===== src/rtl/seqc_pkg.sv =====
package seqc_pkg;

   localparam int CODE_W = 3;

   typedef logic [CODE_W-1:0] code_t;

   // legal cycle, in order of visit
   localparam code_t C_S0 = 3'b000;
   localparam code_t C_S1 = 3'b010;
   localparam code_t C_S2 = 3'b011;
   localparam code_t C_S3 = 3'b101;
   localparam code_t C_S4 = 3'b110;

   // codes outside the cycle
   localparam code_t C_U1 = 3'b001;
   localparam code_t C_U4 = 3'b100;
   localparam code_t C_U7 = 3'b111;

   // next-state build variants
   localparam int NXT_EQUATION = 0;
   localparam int NXT_LOOKUP   = 1;

endpackage


===== src/rtl/seqc_next.sv =====
module seqc_next
   import seqc_pkg::*;
#(
   parameter int NEXT_STYLE = NXT_EQUATION
) (
   input  code_t cur_i,
   output code_t nxt_o
);

   if (NEXT_STYLE != NXT_EQUATION && NEXT_STYLE != NXT_LOOKUP) begin : g_bad_style
      $error("seqc_next: NEXT_STYLE must be 0 (equation) or 1 (lookup)");
   end

   if (NEXT_STYLE == NXT_EQUATION) begin : g_equation
      logic hi_b, mid_b, lo_b;
      assign hi_b  = cur_i[2];
      assign mid_b = cur_i[1];
      assign lo_b  = cur_i[0];
      // reduced sum-of-products, unused codes resolved toward the cycle
      assign nxt_o[2] = lo_b;
      assign nxt_o[1] = ~mid_b | (~lo_b & ~hi_b);
      assign nxt_o[0] = mid_b & ~hi_b;
   end else begin : g_lookup
      always_comb begin
         unique case (cur_i)
            C_S0:    nxt_o = C_S1;
            C_S1:    nxt_o = C_S2;
            C_S2:    nxt_o = C_S3;
            C_S3:    nxt_o = C_S4;
            C_S4:    nxt_o = C_S0;
            C_U1:    nxt_o = C_S4;
            C_U4:    nxt_o = C_S1;
            default: nxt_o = C_U4;   // only 111 remains
         endcase
      end
   end

endmodule


===== src/rtl/seqc_state.sv =====
module seqc_state
   import seqc_pkg::*;
#(
   parameter bit HAS_ENABLE = 1'b1
) (
   input  logic  clk_i,
   input  logic  rst_i,
   input  logic  en_i,
   input  logic  load_i,
   input  code_t load_code_i,
   input  code_t nxt_i,
   output code_t q_o
);

   logic  adv;
   code_t q_r;

   if (HAS_ENABLE) begin : g_enable
      assign adv = en_i;
   end else begin : g_free_run
      logic unused_en;
      assign unused_en = en_i;
      assign adv = 1'b1;
   end

   // priority: reset, then load, then advance, else hold
   always_ff @(posedge clk_i) begin
      if (rst_i) begin
         q_r <= C_S0;
      end else if (load_i) begin
         q_r <= load_code_i;
      end else if (adv) begin
         q_r <= nxt_i;
      end
   end

   assign q_o = q_r;

endmodule


===== src/rtl/seqc_counter.sv =====
module seqc_counter
   import seqc_pkg::*;
#(
   parameter int STATE_W    = 3,
   parameter int NEXT_STYLE = NXT_EQUATION,
   parameter bit HAS_ENABLE = 1'b1
) (
   input  logic               clk_i,
   input  logic               rst_i,
   input  logic               en_i,
   input  logic               tst_load_i,
   input  logic [STATE_W-1:0] tst_code_i,
   output logic [STATE_W-1:0] code_o
);

   if (STATE_W != CODE_W) begin : g_bad_width
      $error("seqc_counter: STATE_W must equal the 3-bit code width");
   end

   code_t cur_code;
   code_t nxt_code;

   seqc_next #(
      .NEXT_STYLE (NEXT_STYLE)
   ) i_next (
      .cur_i (cur_code),
      .nxt_o (nxt_code)
   );

   seqc_state #(
      .HAS_ENABLE (HAS_ENABLE)
   ) i_state (
      .clk_i       (clk_i),
      .rst_i       (rst_i),
      .en_i        (en_i),
      .load_i      (tst_load_i),
      .load_code_i (code_t'(tst_code_i)),
      .nxt_i       (nxt_code),
      .q_o         (cur_code)
   );

   assign code_o = cur_code;

endmodule


===== config.mk =====
export PLATFORM = sky130hd
export DESIGN_NAME = seqc_counter
export DESIGN_NICKNAME = d
export VERILOG_FILES = /design/src/rtl/seqc_pkg.sv /design/src/rtl/seqc_next.sv /design/src/rtl/seqc_state.sv /design/src/rtl/seqc_counter.sv
export SDC_FILE = /design/constraint.sdc
export NUM_CORES = 1
export LEC_CHECK = 0
export ABC_AREA = 1
export CORE_AREA = 2 2 39 41
export CTS_CLUSTER_DIAMETER = 120
export DETAILED_ROUTE_END_ITERATION = 7
export DIE_AREA = 0 0 41 43
export GPL_ROUTABILITY_DRIVEN = 1
export PLACE_DENSITY_LB_ADDON = 0.15
export RECOVER_POWER = 25
export SLEW_MARGIN = 40
export SYNTH_ARGS = -nofsm -noshare
export SYNTH_HDL_FRONTEND = slang
export SYNTH_HIERARCHICAL = 1
export SYNTH_SLANG_ARGS = --single-unit

===== constraint.sdc =====
create_clock -name clk_i -period 1.2 [get_ports clk_i]
set_input_delay 0.18 -clock clk_i [delete_from_list [all_inputs] [get_ports clk_i]]
set_output_delay 0.18 -clock clk_i [all_outputs]
set_load 0.02 [all_outputs]

==> out/metrics.yaml <==
run_status:
  result_of_the_run: "completed"
placed_design:
  globalplace.congestion: 0.603
  detailed_place.area_um2: 287
  io_buffer_count: 9
  dp.cells: 54
  dp_slack_ps: 10.3
logic_synthesis:
  synth_fp_nets: 35
  yosys_warnings: 6
  synth-seq-area-share_pct: 35.6
  synthesized_cell_area_um2: 169
  synthesis.instances: 28
  ys_seq_elements: 3
  synth_area_per_cell_um2: 6.03
  synth_cell_type_count: 9
worst_setup_path:
  crit_family: "flip-flops"
  worst-path-stages: 1
  r2r-start: "i_state/q_o[2]"
  crit_path_top_delay_cell: "sky130_fd_sc_hd__dfxtp_1"
  max_stage_delay_ps: 360
  timing_worst_setup_path_type: "reg -> out"
  ff2ff_path_depth: 6
  critPathCapture: "code_o[1]"
  critical_path_source: "i_state/q_o[1]"
  critical_path_buf_inv_count: 1
  timing.critical_path.to_type: "primary output"
  r2r-end: "i_state/q_o[1]"
  path_max_fanout: 4
  timing.critical_path.arrival_ps: 930
  rrSetupSlack_ps: 320
  startpoint_kind_of_the_worst_setup_timing_path: "register"
  worstPathRequired_ps: 1020
  critical_path.cell_chain: "dlygate4sd2_1"
layout:
  layout-drive-gt1-share_pct: 14.3
  layout.cells.non_filler: 58
  antenna_cells: 0
  fin_util_pct: 22.2
  areaGrowthSynthToFinish_pct: 81.5
  largest_register_ff_count: 3
  num-nets-final: 50
  layout.cell_area.non_filler_um2: 307
sta:
  tns_ps: 0
  period_minus_slack_ps: 1110
  maxSlewViolCount: 0
  final.hold.worst_slack_ps: 558
  clk_skew_ps: 0.559
  unrepaired_setup_endpoints_after_global_routing: "no"
  setup_violations: 0
  final_min_period_over_clock_period_pct: 92.5
  slew-limit-headroom_pct: 86.0
  worstMarginPinSlew_ps: 211
  fmax_ghz: 0.901
  timing.final.ws_setup_ps: 90.0
  timing.final.hold_violations: 0
clocking:
  cts.reportedPaths.clkPinSlew_ps: 30
  root_buffer: "sky130_fd_sc_hd__clkbuf_4"
  cts_tree: "done"
  clk_path_buf_depth: 2
  insertion_delay_ps: 230
  cts_post_setup_buffers_inserted: 0
  tritoncts_num_sinks: 3
  cts_htree_levels: 1
  cts_made_buffers: 3
global_route:
  gr-usage-met3_pct: 1.57
  gr-usage-met1_pct: 6.75
  globalRouteOverflowTotal: 0
  grt_antenna_before_repair: 0
  grt.met2_usage_pct: 7.19
  grt_pass1_vias: 190
  groute.usage.overall_pct: 5.62
  grt_peak_use_layer: "met2"
  wire_length_of_the_first_global_routing_pass_um: 634
  largest_net_degree_at_the_start_of_global_routing: 6
floorplan:
  initial_core_util_pct: 12.2
  io_pins: 10
  design.core.area_mm2: 0.00138
  die-area_mm2: 0.00176
  floorplan.die.width_um: 41
  die-height_um: 43
  rows: 14
power:
  ir_drop_v: 0.000484
  post-layout-total-power_uw: 352
  leak_pwr_nw: 0.168
  power-per-cell-area_mw_per_mm2: 1150
flow_run:
  cap_violations: 0
drt:
  route.detailed.wl_per_inst_um: 7.78
  drt-pass1-iter-count: 2
  antenna_violating_nets_post_route: 0
  route.detailed.drc: 0
  routed-via-count: 203
  via_per_inst: 3.50
  detail_route.iter0.violations: 1
  post_detailed_routing_wire_length_um: 451
worst_hold_path:
  hold_path.class: "in -> reg"
[cell usage after synthesis]
cell | count | share of area, %
sky130_fd_sc_hd__nand3_1 | 6 | 18
sky130_fd_sc_hd__inv_2 | 1 | 2.2
sky130_fd_sc_hd__nor2_1 | 1 | 2.2
sky130_fd_sc_hd__nand2_1 | 9 | 20
sky130_fd_sc_hd__o21ai_1 | 1 | 3.0
sky130_fd_sc_hd__dfxtp_1 | 3 | 36
sky130_fd_sc_hd__inv_1 | 5 | 11
sky130_fd_sc_hd__buf_4 | 1 | 4.4
sky130_fd_sc_hd__nor2_2 | 1 | 3.7
[kinds of logic after synthesis]
| logic type | after synthesis | share of synthesized area, % |
|---|---|---|
| buffers and inverters | 7 | 17.8 |
| flip-flops | 3 | 35.6 |
| AO/OA/AOI/OAI | 1 | 2.96 |
| AND/OR/NAND/NOR | 17 | 43.7 |
[placed cells by master (no fill, tap or decap)]
cell / count
sky130_fd_sc_hd__nand2_1: 9
sky130_fd_sc_hd__nand3_1: 6
sky130_fd_sc_hd__clkdlybuf4s50_1: 6
sky130_fd_sc_hd__inv_1: 5
sky130_fd_sc_hd__clkbuf_4: 3
sky130_fd_sc_hd__dfxtp_1: 3
sky130_fd_sc_hd__dlygate4sd2_1: 3
sky130_fd_sc_hd__nor2_1: 2
sky130_fd_sc_hd__buf_4: 2
sky130_fd_sc_hd__clkbuf_1: 1
sky130_fd_sc_hd__o21ai_1: 1
sky130_fd_sc_hd__inv_2: 1
[where the power goes]
part,internal [mW],leakage [nW],switching (mW),total (mW)
logic,0.0369,0.128,0.0329,0.0698
registers,0.107,0.0248,0.00407,0.111
clock network,0.124,0.0150,0.0466,0.171
total,0.268,0.168,0.0836,0.352
[per-layer routing]
| layer | vias to the layer above | part of all wire, % |
|---|---|---|
| met2 | 9 | 41 |
| met4 | 0 | 0 |
| met1 | 82 | 46 |
| li1 | 112 | - |
| met3 | 0 | 13 |
| met5 | - | 0 |
[worst min-delay path, delay by kind of cell]
kind                   cells  cell delay (ps)
buffers and inverters      3              520
AND/OR/NAND/NOR            1               60
[worst min path at each step]
stage              startpoint             end  cells past startpoint
6_report                rst_i  i_state/q_o[1]                      4
4_1_cts                 rst_i  i_state/q_o[1]                      4
5_1_grt                 rst_i  i_state/q_o[1]                      4
3_3_place_gp   i_state/q_o[1]  i_state/q_o[1]                      4
2_1_floorplan           rst_i  i_state/q_o[0]                      3
3_5_place_dp   i_state/q_o[1]  i_state/q_o[1]                      4
[area by class of cell]
class / count / area [µm²]
Clock buffer: 4 / 26.3
Fill cell: 163 / 1080
Inverter: 6 / 22.5
Multi-Input combinational cell: 18 / 76.3
Sequential cell: 3 / 60.1
Tap cell: 16 / 20.0
Timing Repair Buffer: 11 / 101
[what timing repair did]
action | 4_1_cts | 5_1_grt
resized for setup | 3 | 0
hold buffers | 0 | 0
setup endpoints to repair | 3 | 0
Note: power is estimated with default switching activity, not from simulation.
